<file path="src/rtl/pp_pkg.sv">
package pp_pkg;
    typedef enum logic [1:0] {
        RS_PORT_A = 2'b00,
        RS_CTL_A  = 2'b01,
        RS_PORT_B = 2'b10,
        RS_CTL_B  = 2'b11
    } rsel_e;
endpackage

</file>
<file path="src/rtl/pp_decode.sv">
module pp_decode (
    input  logic       cs_a,
    input  logic       cs_b,
    input  logic       cs_n,
    input  logic       en,
    input  logic       rd_wr,
    input  logic [1:0] rsel,
    output logic       rd_act,
    output logic       wr_port_a,
    output logic       wr_ctl_a,
    output logic       wr_port_b,
    output logic       wr_ctl_b,
    output logic       rd_port_a,
    output logic       rd_port_b
);
    import pp_pkg::*;

    logic sel;
    logic wr_act;

    always_comb begin
        sel       = cs_a && cs_b && !cs_n;
        rd_act    = sel && en && rd_wr;
        wr_act    = sel && en && !rd_wr;
        wr_port_a = wr_act && (rsel_e'(rsel) == RS_PORT_A);
        wr_ctl_a  = wr_act && (rsel_e'(rsel) == RS_CTL_A);
        wr_port_b = wr_act && (rsel_e'(rsel) == RS_PORT_B);
        wr_ctl_b  = wr_act && (rsel_e'(rsel) == RS_CTL_B);
        rd_port_a = rd_act && (rsel_e'(rsel) == RS_PORT_A);
        rd_port_b = rd_act && (rsel_e'(rsel) == RS_PORT_B);
    end
endmodule

</file>
<file path="src/rtl/pp_port.sv">
module pp_port #(
    parameter int DW        = 8,
    parameter int CTL_W     = 6,
    parameter int DSEL_BIT  = 2,
    parameter bit PIN_READ  = 1'b1,
    localparam int STAT_W   = DW - CTL_W
) (
    input  logic              clk,
    input  logic              rst_n,
    input  logic [DW-1:0]     wr_data,
    input  logic              wr_port,
    input  logic              wr_ctl,
    input  logic              rd_port,
    input  logic [STAT_W-1:0] status,
    input  logic [DW-1:0]     pin_in,
    output logic [DW-1:0]     pin_out,
    output logic [DW-1:0]     pin_oe,
    output logic [DW-1:0]     port_rdata,
    output logic [DW-1:0]     ctl_rdata,
    output logic              rd_stb
);
    typedef struct packed {
        logic [DW-1:0]    dir;
        logic [DW-1:0]    lat;
        logic [CTL_W-1:0] ctl;
        logic             stb;
    } st_t;

    st_t st_d, st_q;
    logic [DW-1:0] lat_view;

    // Read source for the output latch location: pads or latch-on-outputs
    generate
        if (PIN_READ) begin : g_pin_read
            assign lat_view = pin_in;
        end else begin : g_latch_read
            assign lat_view = (st_q.lat & st_q.dir) | (pin_in & ~st_q.dir);
        end
    endgenerate

    always_comb begin
        st_d     = st_q;
        st_d.stb = rd_port && st_q.ctl[DSEL_BIT];
        if (wr_ctl) begin
            st_d.ctl = wr_data[CTL_W-1:0];
        end
        if (wr_port) begin
            if (st_q.ctl[DSEL_BIT]) begin
                st_d.lat = wr_data;
            end else begin
                st_d.dir = wr_data;
            end
        end
    end

    always_ff @(posedge clk or negedge rst_n) begin
        if (!rst_n) begin
            st_q <= '0;
        end else begin
            st_q <= st_d;
        end
    end

    assign pin_out    = st_q.lat;
    assign pin_oe     = st_q.dir;
    assign port_rdata = st_q.ctl[DSEL_BIT] ? lat_view : st_q.dir;
    assign ctl_rdata  = {status, st_q.ctl};
    assign rd_stb     = st_q.stb;
endmodule

</file>
<file path="src/rtl/par_port_slave.sv">
module par_port_slave #(
    parameter int DW       = 8,
    parameter int CTL_W    = 6,
    parameter int DSEL_BIT = 2,
    localparam int STAT_W  = DW - CTL_W
) (
    input  logic              clk,
    input  logic              rst_n,
    input  logic              cs_a,
    input  logic              cs_b,
    input  logic              cs_n,
    input  logic [1:0]        rsel,
    input  logic              rd_wr,
    input  logic              en,
    input  logic [DW-1:0]     host_wdata,
    output logic [DW-1:0]     host_rdata,
    output logic              host_rdata_oe,
    input  logic [STAT_W-1:0] status_a,
    input  logic [STAT_W-1:0] status_b,
    input  logic [DW-1:0]     pa_in,
    output logic [DW-1:0]     pa_out,
    output logic [DW-1:0]     pa_oe,
    input  logic [DW-1:0]     pb_in,
    output logic [DW-1:0]     pb_out,
    output logic [DW-1:0]     pb_oe,
    output logic              rstb_a,
    output logic              rstb_b
);
    import pp_pkg::*;

    logic rd_act;
    logic wr_port_a, wr_ctl_a, wr_port_b, wr_ctl_b;
    logic rd_port_a, rd_port_b;
    logic [DW-1:0] port_rd_a, port_rd_b, ctl_rd_a, ctl_rd_b;

    pp_decode u_dec (
        .cs_a      (cs_a),
        .cs_b      (cs_b),
        .cs_n      (cs_n),
        .en        (en),
        .rd_wr     (rd_wr),
        .rsel      (rsel),
        .rd_act    (rd_act),
        .wr_port_a (wr_port_a),
        .wr_ctl_a  (wr_ctl_a),
        .wr_port_b (wr_port_b),
        .wr_ctl_b  (wr_ctl_b),
        .rd_port_a (rd_port_a),
        .rd_port_b (rd_port_b)
    );

    pp_port #(.DW(DW), .CTL_W(CTL_W), .DSEL_BIT(DSEL_BIT), .PIN_READ(1'b1)) u_port_a (
        .clk        (clk),
        .rst_n      (rst_n),
        .wr_data    (host_wdata),
        .wr_port    (wr_port_a),
        .wr_ctl     (wr_ctl_a),
        .rd_port    (rd_port_a),
        .status     (status_a),
        .pin_in     (pa_in),
        .pin_out    (pa_out),
        .pin_oe     (pa_oe),
        .port_rdata (port_rd_a),
        .ctl_rdata  (ctl_rd_a),
        .rd_stb     (rstb_a)
    );

    pp_port #(.DW(DW), .CTL_W(CTL_W), .DSEL_BIT(DSEL_BIT), .PIN_READ(1'b0)) u_port_b (
        .clk        (clk),
        .rst_n      (rst_n),
        .wr_data    (host_wdata),
        .wr_port    (wr_port_b),
        .wr_ctl     (wr_ctl_b),
        .rd_port    (rd_port_b),
        .status     (status_b),
        .pin_in     (pb_in),
        .pin_out    (pb_out),
        .pin_oe     (pb_oe),
        .port_rdata (port_rd_b),
        .ctl_rdata  (ctl_rd_b),
        .rd_stb     (rstb_b)
    );

    always_comb begin
        unique case (rsel_e'(rsel))
            RS_PORT_A: host_rdata = port_rd_a;
            RS_CTL_A:  host_rdata = ctl_rd_a;
            RS_PORT_B: host_rdata = port_rd_b;
            default:   host_rdata = ctl_rd_b;
        endcase
    end

    assign host_rdata_oe = rd_act;
endmodule

</file>
<file path="config.mk">
export PLATFORM = sky130hd
export DESIGN_NAME = par_port_slave
export DESIGN_NICKNAME = d
export VERILOG_FILES = /design/src/rtl/pp_pkg.sv /design/src/rtl/pp_decode.sv /design/src/rtl/pp_port.sv /design/src/rtl/par_port_slave.sv
export SDC_FILE = /design/constraint.sdc
export NUM_CORES = 1
export LEC_CHECK = 0
export BUFFER_PORTS_ARGS = -buffer_cell sky130_fd_sc_hd__buf_2
export CAP_MARGIN = 20
export CORE_ASPECT_RATIO = 2
export CORE_MARGIN = 5
export CORE_UTILIZATION = 54
export DETAILED_ROUTE_END_ITERATION = 8
export GPL_TIMING_DRIVEN = 1
export PLACE_DENSITY_LB_ADDON = 0.15
export SYNTH_ARGS = -nofsm -noshare
export SYNTH_HDL_FRONTEND = slang
export SYNTH_HIERARCHICAL = 1
export SYNTH_SLANG_ARGS = --single-unit
</file>
<file path="constraint.sdc">
create_clock -name clk -period 2.4 [get_ports clk]
set_clock_uncertainty 0.2 [all_clocks]
set_input_delay 0.12 -clock clk [delete_from_list [all_inputs] [get_ports clk]]
set_output_delay 0.12 -clock clk [all_outputs]
set_load 0.03 [all_outputs]
</file>
==> impl_metrics.tcl, run 1 <==
set metrics [dict create \
    critPathArrivalTime_ns 1.87 \
    synth_nets 196 \
    met2_usage 0.362 \
    clock_tree.root_cell "clkbuf_8" \
    io_pins 80 \
    die_x_um 56.2 \
    synth_compound_gate_area_share 0.0391 \
    max_slew.worst_pin.slew_ns 0.486 \
    setup_slack_ns 0.206 \
    antenna_found_initial 0 \
    result_of_the_run "finished clean" \
    worstPathCellList "mux2_2 -> mux4_2 -> buf_2" \
    worst-setup-path-type "flip-flop to primary output" \
    cts_max_level 2 \
    drt_drc_violations_left 0 \
    post_synth_mux_area_share 0.346 \
    layout.nets 285 \
    synth_largest_area_cell "dfrtp_1" \
    max_freq_mhz 456 \
    drt_iter0_drc 29 \
    hold_class "input port to flip-flop" \
    slowest_delay_ns 0.56 \
    timing.setup.tns_ns 0 \
    floorplan.initialDensity 0.558 \
    synthFlopType "dfrtp_1" \
    clk-insertion-delay-late_ns 0.29 \
    timing.final.crit_share 0.914 \
    place_congestion 0.812 \
    post_cts_buffers 0 \
    first_global_vias 1705 \
    detail_route.vias_per_cell 5.38 \
    cts_inserted_buffers 5 \
    cpMaxStageDelayCell "dfrtp_2" \
    cts_tree "yes" \
    postSynth.asyncResetShare 1.00 \
    overflow 0 \
    detail_route.wl_per_cell_um 17.9 \
    post-synth-top-area-fraction 0.500 \
    fp-row-count 33 \
    setup-violations-final 0 \
    rsz0062_at_grt "false" \
    cts_buffer_depth 2 \
    antenna_left 0 \
    path_clk_slew_ns 0.08 \
    setup.worst_path.end_class "primary output" \
    grtUsageTotal 0.203 \
    hpwl_dp_mm 4.07 \
    hold-path-cell-count 4 \
    fill_cells 314 \
    grt_use_met3 0.0493 \
    cells_taking_the_most_area_after_synthesis "dfrtp_1, mux2_2, mux4_2, mux2_4, mux2_1" \
    worst-path-max-fanout 13 \
    largest_family_of_logic_cells_by_synthesized_area "multiplexers" \
    die_height_um 102 \
    placeable_core_region_um2 4130 \
    flop_and_latch_count_out_of_synthesis 46 \
    route.final.wire_length_mm 5.38 \
    max_cap_viol_count 0 \
    finalHoldViolCount 0 \
    placement.setup.worst_slack_ns 0.360 \
    post_synth_and_or_nand_nor_area_fraction 0.0609 \
    maxSlewHeadroom 0.676 \
    share_of_layout_cells_above_drive_strength_1 0.625 \
    antenna_cells_inserted 0 \
    static-leakage-power_nw 1.53 \
    detailroute.via_count 1615 \
    synth_warnings 6 \
    design.die.area_um2 5750 \
    area_delta_synth_final_pct 27.2 \
    synth_area_um2 2300 \
    post_synth_adder_cell_area 0 \
    grt_busiest_layer "met2" \
    power_per_cell_area_nw_per_um2 673 \
    synth_seq_area_share 0.500 \
    vdd_ir_drop_max_mv 0.467 \
    start_kind "flip-flop" \
    pin_count_of_the_biggest_net_entering_global_routing 26 \
    cts_sinks 46 \
    drtPass1Iterations 5 \
    port_buffers 79 \
    netlist_instances 159 \
    wire_length_of_the_first_global_routing_pass_mm 8.87 \
    maxSlewViolCount 0 \
    cp_data_required_time_ns 2.08 \
    synthXorXnorAreaFrac 0 \
    timing.reg2reg.worst_path_depth 3 \
    synth-edff-count 0 \
    globalRouteMet1Util 0.235 \
    finalWorstPathRequiredPeriod_ns 2.19 \
    synth.lib_cells_used.distinct 25 \
    syn_area_per_cell_um2 14.5 \
    ff2ff_setup_slack_ns 0.69 \
]
[metal layers]
layer  vias up  wire length (µm)
met5         -                 0
met4         0                91
met3         9               340
met2        62              2880
met1       787              2070
li1        757                 -
[repair_timing]
| item | in CTS | in global routing |
|---|---|---|
| endpoints found under the setup margin | 0 | 7 |
| resized for setup | 0 | 2 |
| hold endpoints to repair | 65 | 0 |
| hold buffers | 9 | 0 |
[kinds of logic (layout without fill, tap and decap cells)]
kind of cell / count (synthesis) / count (layout)
mux: 60 / 60
buf+inv: 22 / 111
compound gates: 16 / 16
flops: 46 / 46
simple gates: 15 / 15
[Yosys cell counts, types with 3 or more instances]
library cell,n
buf_2,3
inv_1,8
mux2_4,8
a31oi_1,8
mux4_2,8
mux2_2,35
mux2_1,9
buf_4,6
a21oi_1,8
dfrtp_1,46
nor4b_2,3
[layout by cell type (no fill, tap or decap), types with 2 or more instances in the layout]
cell type      count
a21oi_1            8
a31oi_1            8
and2_1             2
buf_2             79
buf_4              7
clkbuf_8           6
dfrtp_1           44
dfrtp_2            2
dlygate4sd3_1      9
inv_1              8
mux2_1             9
mux2_2            35
mux2_4             8
mux4_2             8
nand2_2            2
nor4b_2            3
[final timing paths]
check,to,startpoint
max,host_rdata[3],u_port_a/ctl_rdata[2]$_DFFE_PN0P_
min,u_port_a/rd_stb$_DFF_PN0_,rd_wr
max reg2reg,u_port_a/pin_oe[2]$_DFFE_PN0P_,u_port_a/ctl_rdata[2]$_DFFE_PN0P_
min reg2reg,u_port_a/pin_out[7]$_DFFE_PN0P_,u_port_a/pin_out[7]$_DFFE_PN0P_
max in group asynchronous,u_port_b/ctl_rdata[2]$_DFFE_PN0P_,rst_n
min in group asynchronous,u_port_a/pin_out[5]$_DFFE_PN0P_,rst_n
[power by group]
group	total [W]	internal [W]	leakage, nW	switching, W
combinational	0.000479	0.000218	0.857	0.000261
clock	0.000573	0.000333	0.0573	0.000240
sequential	0.000918	0.000845	0.620	0.0000728
total	0.00197	0.00140	1.53	0.000574
[critical path: cells and delay by family, from the launching register on]
family	cells	cell delay [ns]
buf+inv	1	0.19
flops	1	0.56
mux	2	0.83
[state kept, by name (all words and copies together), names as in the netlist]
signal	flops
u_port_b/ctl_rdata	6
u_port_a/pin_oe	8
u_port_a/pin_out	8
u_port_b/rd_stb	1
u_port_b/pin_out	8
u_port_b/pin_oe	8
u_port_a/ctl_rdata	6
u_port_a/rd_stb	1
[per-stage QoR]
stage	hold slack [ns]	instance area, µm²	util	instances	power (W)
detailed placement	-0.0951	2720	0.660	284	0.00141
CTS	0.0730	2930	0.709	300	0.00199
global route	0.0925	2930	0.709	300	0.00207
finish	0.0838	2930	0.709	300	0.00197
global placement	-0.108	2720	0.660	284	0.00139
floorplan	-0.376	2300	-	159	0.00125
[area by class of cell]
class / count / area [µm²] / area share
inverter: 9 / 33.8 / 0.0115
multi-input combinational: 91 / 1030 / 0.350
tap: 52 / 65.1 / 0.0222
sequential: 46 / 1150 / 0.394
timing repair buffer: 95 / 538 / 0.184
clock buffer: 6 / 82.6 / 0.0282
clock inverter: 1 / 30.0 / 0.0103
Power figures use the tool's default switching activity.
==> run 2, diff against run 1 <==
==> constraint.sdc (replaced) <==
create_clock -name clk -period 2.4 [get_ports clk]
set_clock_uncertainty 0.2 [all_clocks]
set_input_delay 0.24 -clock clk [delete_from_list [all_inputs] [get_ports clk]]
set_output_delay 0.24 -clock clk [all_outputs]
set_load 0.1 [all_outputs]
==> run 2 against run 1 <==
Compared with the run above: maximum frequency down 7.0%; sequential power down 2.4%; total power up 19%; die area unchanged; sequential cell count unchanged; global-route usage about the same; critical path type unchanged; largest cell class unchanged.
==> impl_metrics.tcl, run 2 (synthesis gave the netlist of run 1 again) <==
set metrics [dict create \
    clock_tree.root_cell "clkbuf_8" \
    antenna_found_initial 0 \
    cts_inserted_buffers 5 \
    port_buffers 79 \
    detailroute.via_count 1636 \
    setup_slack_ns 0.0408 \
    mostFrequentLayoutCell "buf_2" \
    slowest_delay_ns 0.46 \
    power_per_cell_area_nw_per_um2 806 \
    post-place-cells 286 \
    r2r_start "u_port_a/ctl_rdata[2]$_DFFE_PN0P_" \
    floorplan.initialDensity 0.558 \
    rsz0062_at_grt "true" \
    timing.reg2reg.worst_path_depth 4 \
    grtUsageTotal 0.203 \
    cts_tree "yes" \
    hold_class "input port to flip-flop" \
    start_kind "flip-flop" \
    setup-violations-final 0 \
    area_delta_synth_final_pct 26.6 \
    highest_layer "met4" \
    placement.setup.worst_slack_ns 0.0941 \
    path_clk_slew_ns 0.08 \
    die_x_um 56.2 \
    result_of_the_run "finished clean" \
    static-leakage-power_nw 1.53 \
    placeable_core_region_um2 4130 \
    place_congestion 0.808 \
    worst-path-max-fanout 5 \
    antenna_left 0 \
    design.die.area_um2 5750 \
    antenna_cells_inserted 0 \
    detail_route.vias_per_cell 5.47 \
    crit_buf_inv 2 \
    cts_buffer_depth 2 \
    layout.cells.non_filler 299 \
    worst_setup_path_startpoint "u_port_a/ctl_rdata[2]$_DFFE_PN0P_" \
    cts_max_level 2 \
    wire_length_of_the_first_global_routing_pass_mm 8.94 \
    vdd_ir_drop_max_mv 0.713 \
    r2r-end "u_port_a/pin_oe[6]$_DFFE_PN0P_" \
    finalHoldViolCount 0 \
    clk-insertion-delay-late_ns 0.29 \
    route.final.wire_length_mm 5.43 \
    total_power_w 0.00235 \
    drt_iter0_drc 36 \
    drtPass1Iterations 4 \
    drt_drc_violations_left 0 \
    max_slew.worst_pin.slew_ns 0.587 \
    max_cap_viol_count 0 \
    worst_hold_startpoint "host_wdata[7]" \
    drt-met1-wl_mm 2.00 \
    final_cell_mix "buf_2, dfrtp_1, mux2_2" \
    maxSlewHeadroom 0.608 \
    timing.critical_path.to "host_rdata[0]" \
    maxSlewViolCount 0 \
    worst_hold_slack_ns 0.0226 \
    detail_route.wl_per_cell_um 18.2 \
    timing.final.crit_share 0.983 \
    critPathArrivalTime_ns 1.92 \
    hpwl_dp_mm 4.05 \
    share_of_layout_cells_above_drive_strength_1 0.640 \
    io_pins 80 \
    finalWorstPathRequiredPeriod_ns 2.36 \
    cpMaxStageDelayCell "mux4_2" \
    die_height_um 102 \
    fp-row-count 33 \
    worst-setup-path-type "flip-flop to primary output" \
    critical_path.top_delay_family "multiplexers" \
    max_freq_mhz 424 \
    setup.worst_path.end_class "primary output" \
    overflow 0 \
    pin_count_of_the_biggest_net_entering_global_routing 28 \
    layout.nets 283 \
    worstPathCellList "buf_12 -> mux2_2 -> mux4_2 -> clkbuf_4" \
    cp_data_required_time_ns 1.96 \
    met2_wirelength_mm 3.01 \
    finish.utilization 0.706 \
    first_global_vias 1739 \
    met3RoutedLength_um 348 \
    levels_on_crit_path 4 \
    ff2ff_setup_slack_ns 0.83 \
    cts_sinks 46 \
]
[run 2: cell count changes in the layout (fill, tap and decap cells not counted), sizes merged]
| cell | delta |
|---|---|
| clkbuf | +4 |
| buf | +2 |
| dlygate4sd3 | -7 |
[run 2: final cells by class]
type	instances	area [µm²]
inverter	9	33.8
fill	319	1210
timing repair buffer	93	532
tap	52	65.1
clock inverter	1	30.0
clock buffer	7	76.3
multi-input combinational	91	1030
sequential	46	1150
[run 2: worst min-delay path by stage]
| stage | depth (start not counted) | slack [ns] | endpoint |
|---|---|---|---|
| 2_1_floorplan | 0 | -0.26 | u_port_a/ctl_rdata[0]$_DFFE_PN0P_ |
| 3_3_place_gp | 1 | 0.06 | u_port_a/pin_out[7]$_DFFE_PN0P_ |
| 3_5_place_dp | 1 | 0.08 | u_port_a/pin_out[7]$_DFFE_PN0P_ |
| 4_1_cts | 2 | 0.007 | u_port_a/pin_oe[7]$_DFFE_PN0P_ |
| 5_1_grt | 2 | 0.01 | u_port_a/pin_oe[7]$_DFFE_PN0P_ |
| 6_report | 2 | 0.02 | u_port_a/pin_oe[7]$_DFFE_PN0P_ |
[run 2: routing by layer]
layer,track usage,up-vias
li1,-,752
met1,0.235,818
met2,0.369,60
met3,0.0468,6
met4,0.0658,0
met5,0,-
[run 2: power breakdown]
part / leakage [nW] / internal, W / switching [W] / total, W
logic: 0.859 / 0.000237 / 0.000663 / 0.000900
clock network: 0.0524 / 0.000312 / 0.000244 / 0.000555
registers: 0.621 / 0.000845 / 0.0000506 / 0.000896
total: 1.53 / 0.00139 / 0.000957 / 0.00235
[run 2: metrics by stage]
step	cell area [µm²]	TNS, ns
2_1_floorplan	2300	0
3_3_place_gp	2740	0
3_5_place_dp	2740	0
4_1_cts	2900	0
5_1_grt	2920	-0.000850
6_report	2920	0
[run 2: repair_timing]
action,CTS,global route
gates resized for setup,2,6
setup endpoints to repair,8,4
setup buffers,3,0
cloned,0,0
pin swaps,0,0
hold endpoints to repair,27,0
hold buffers,2,0
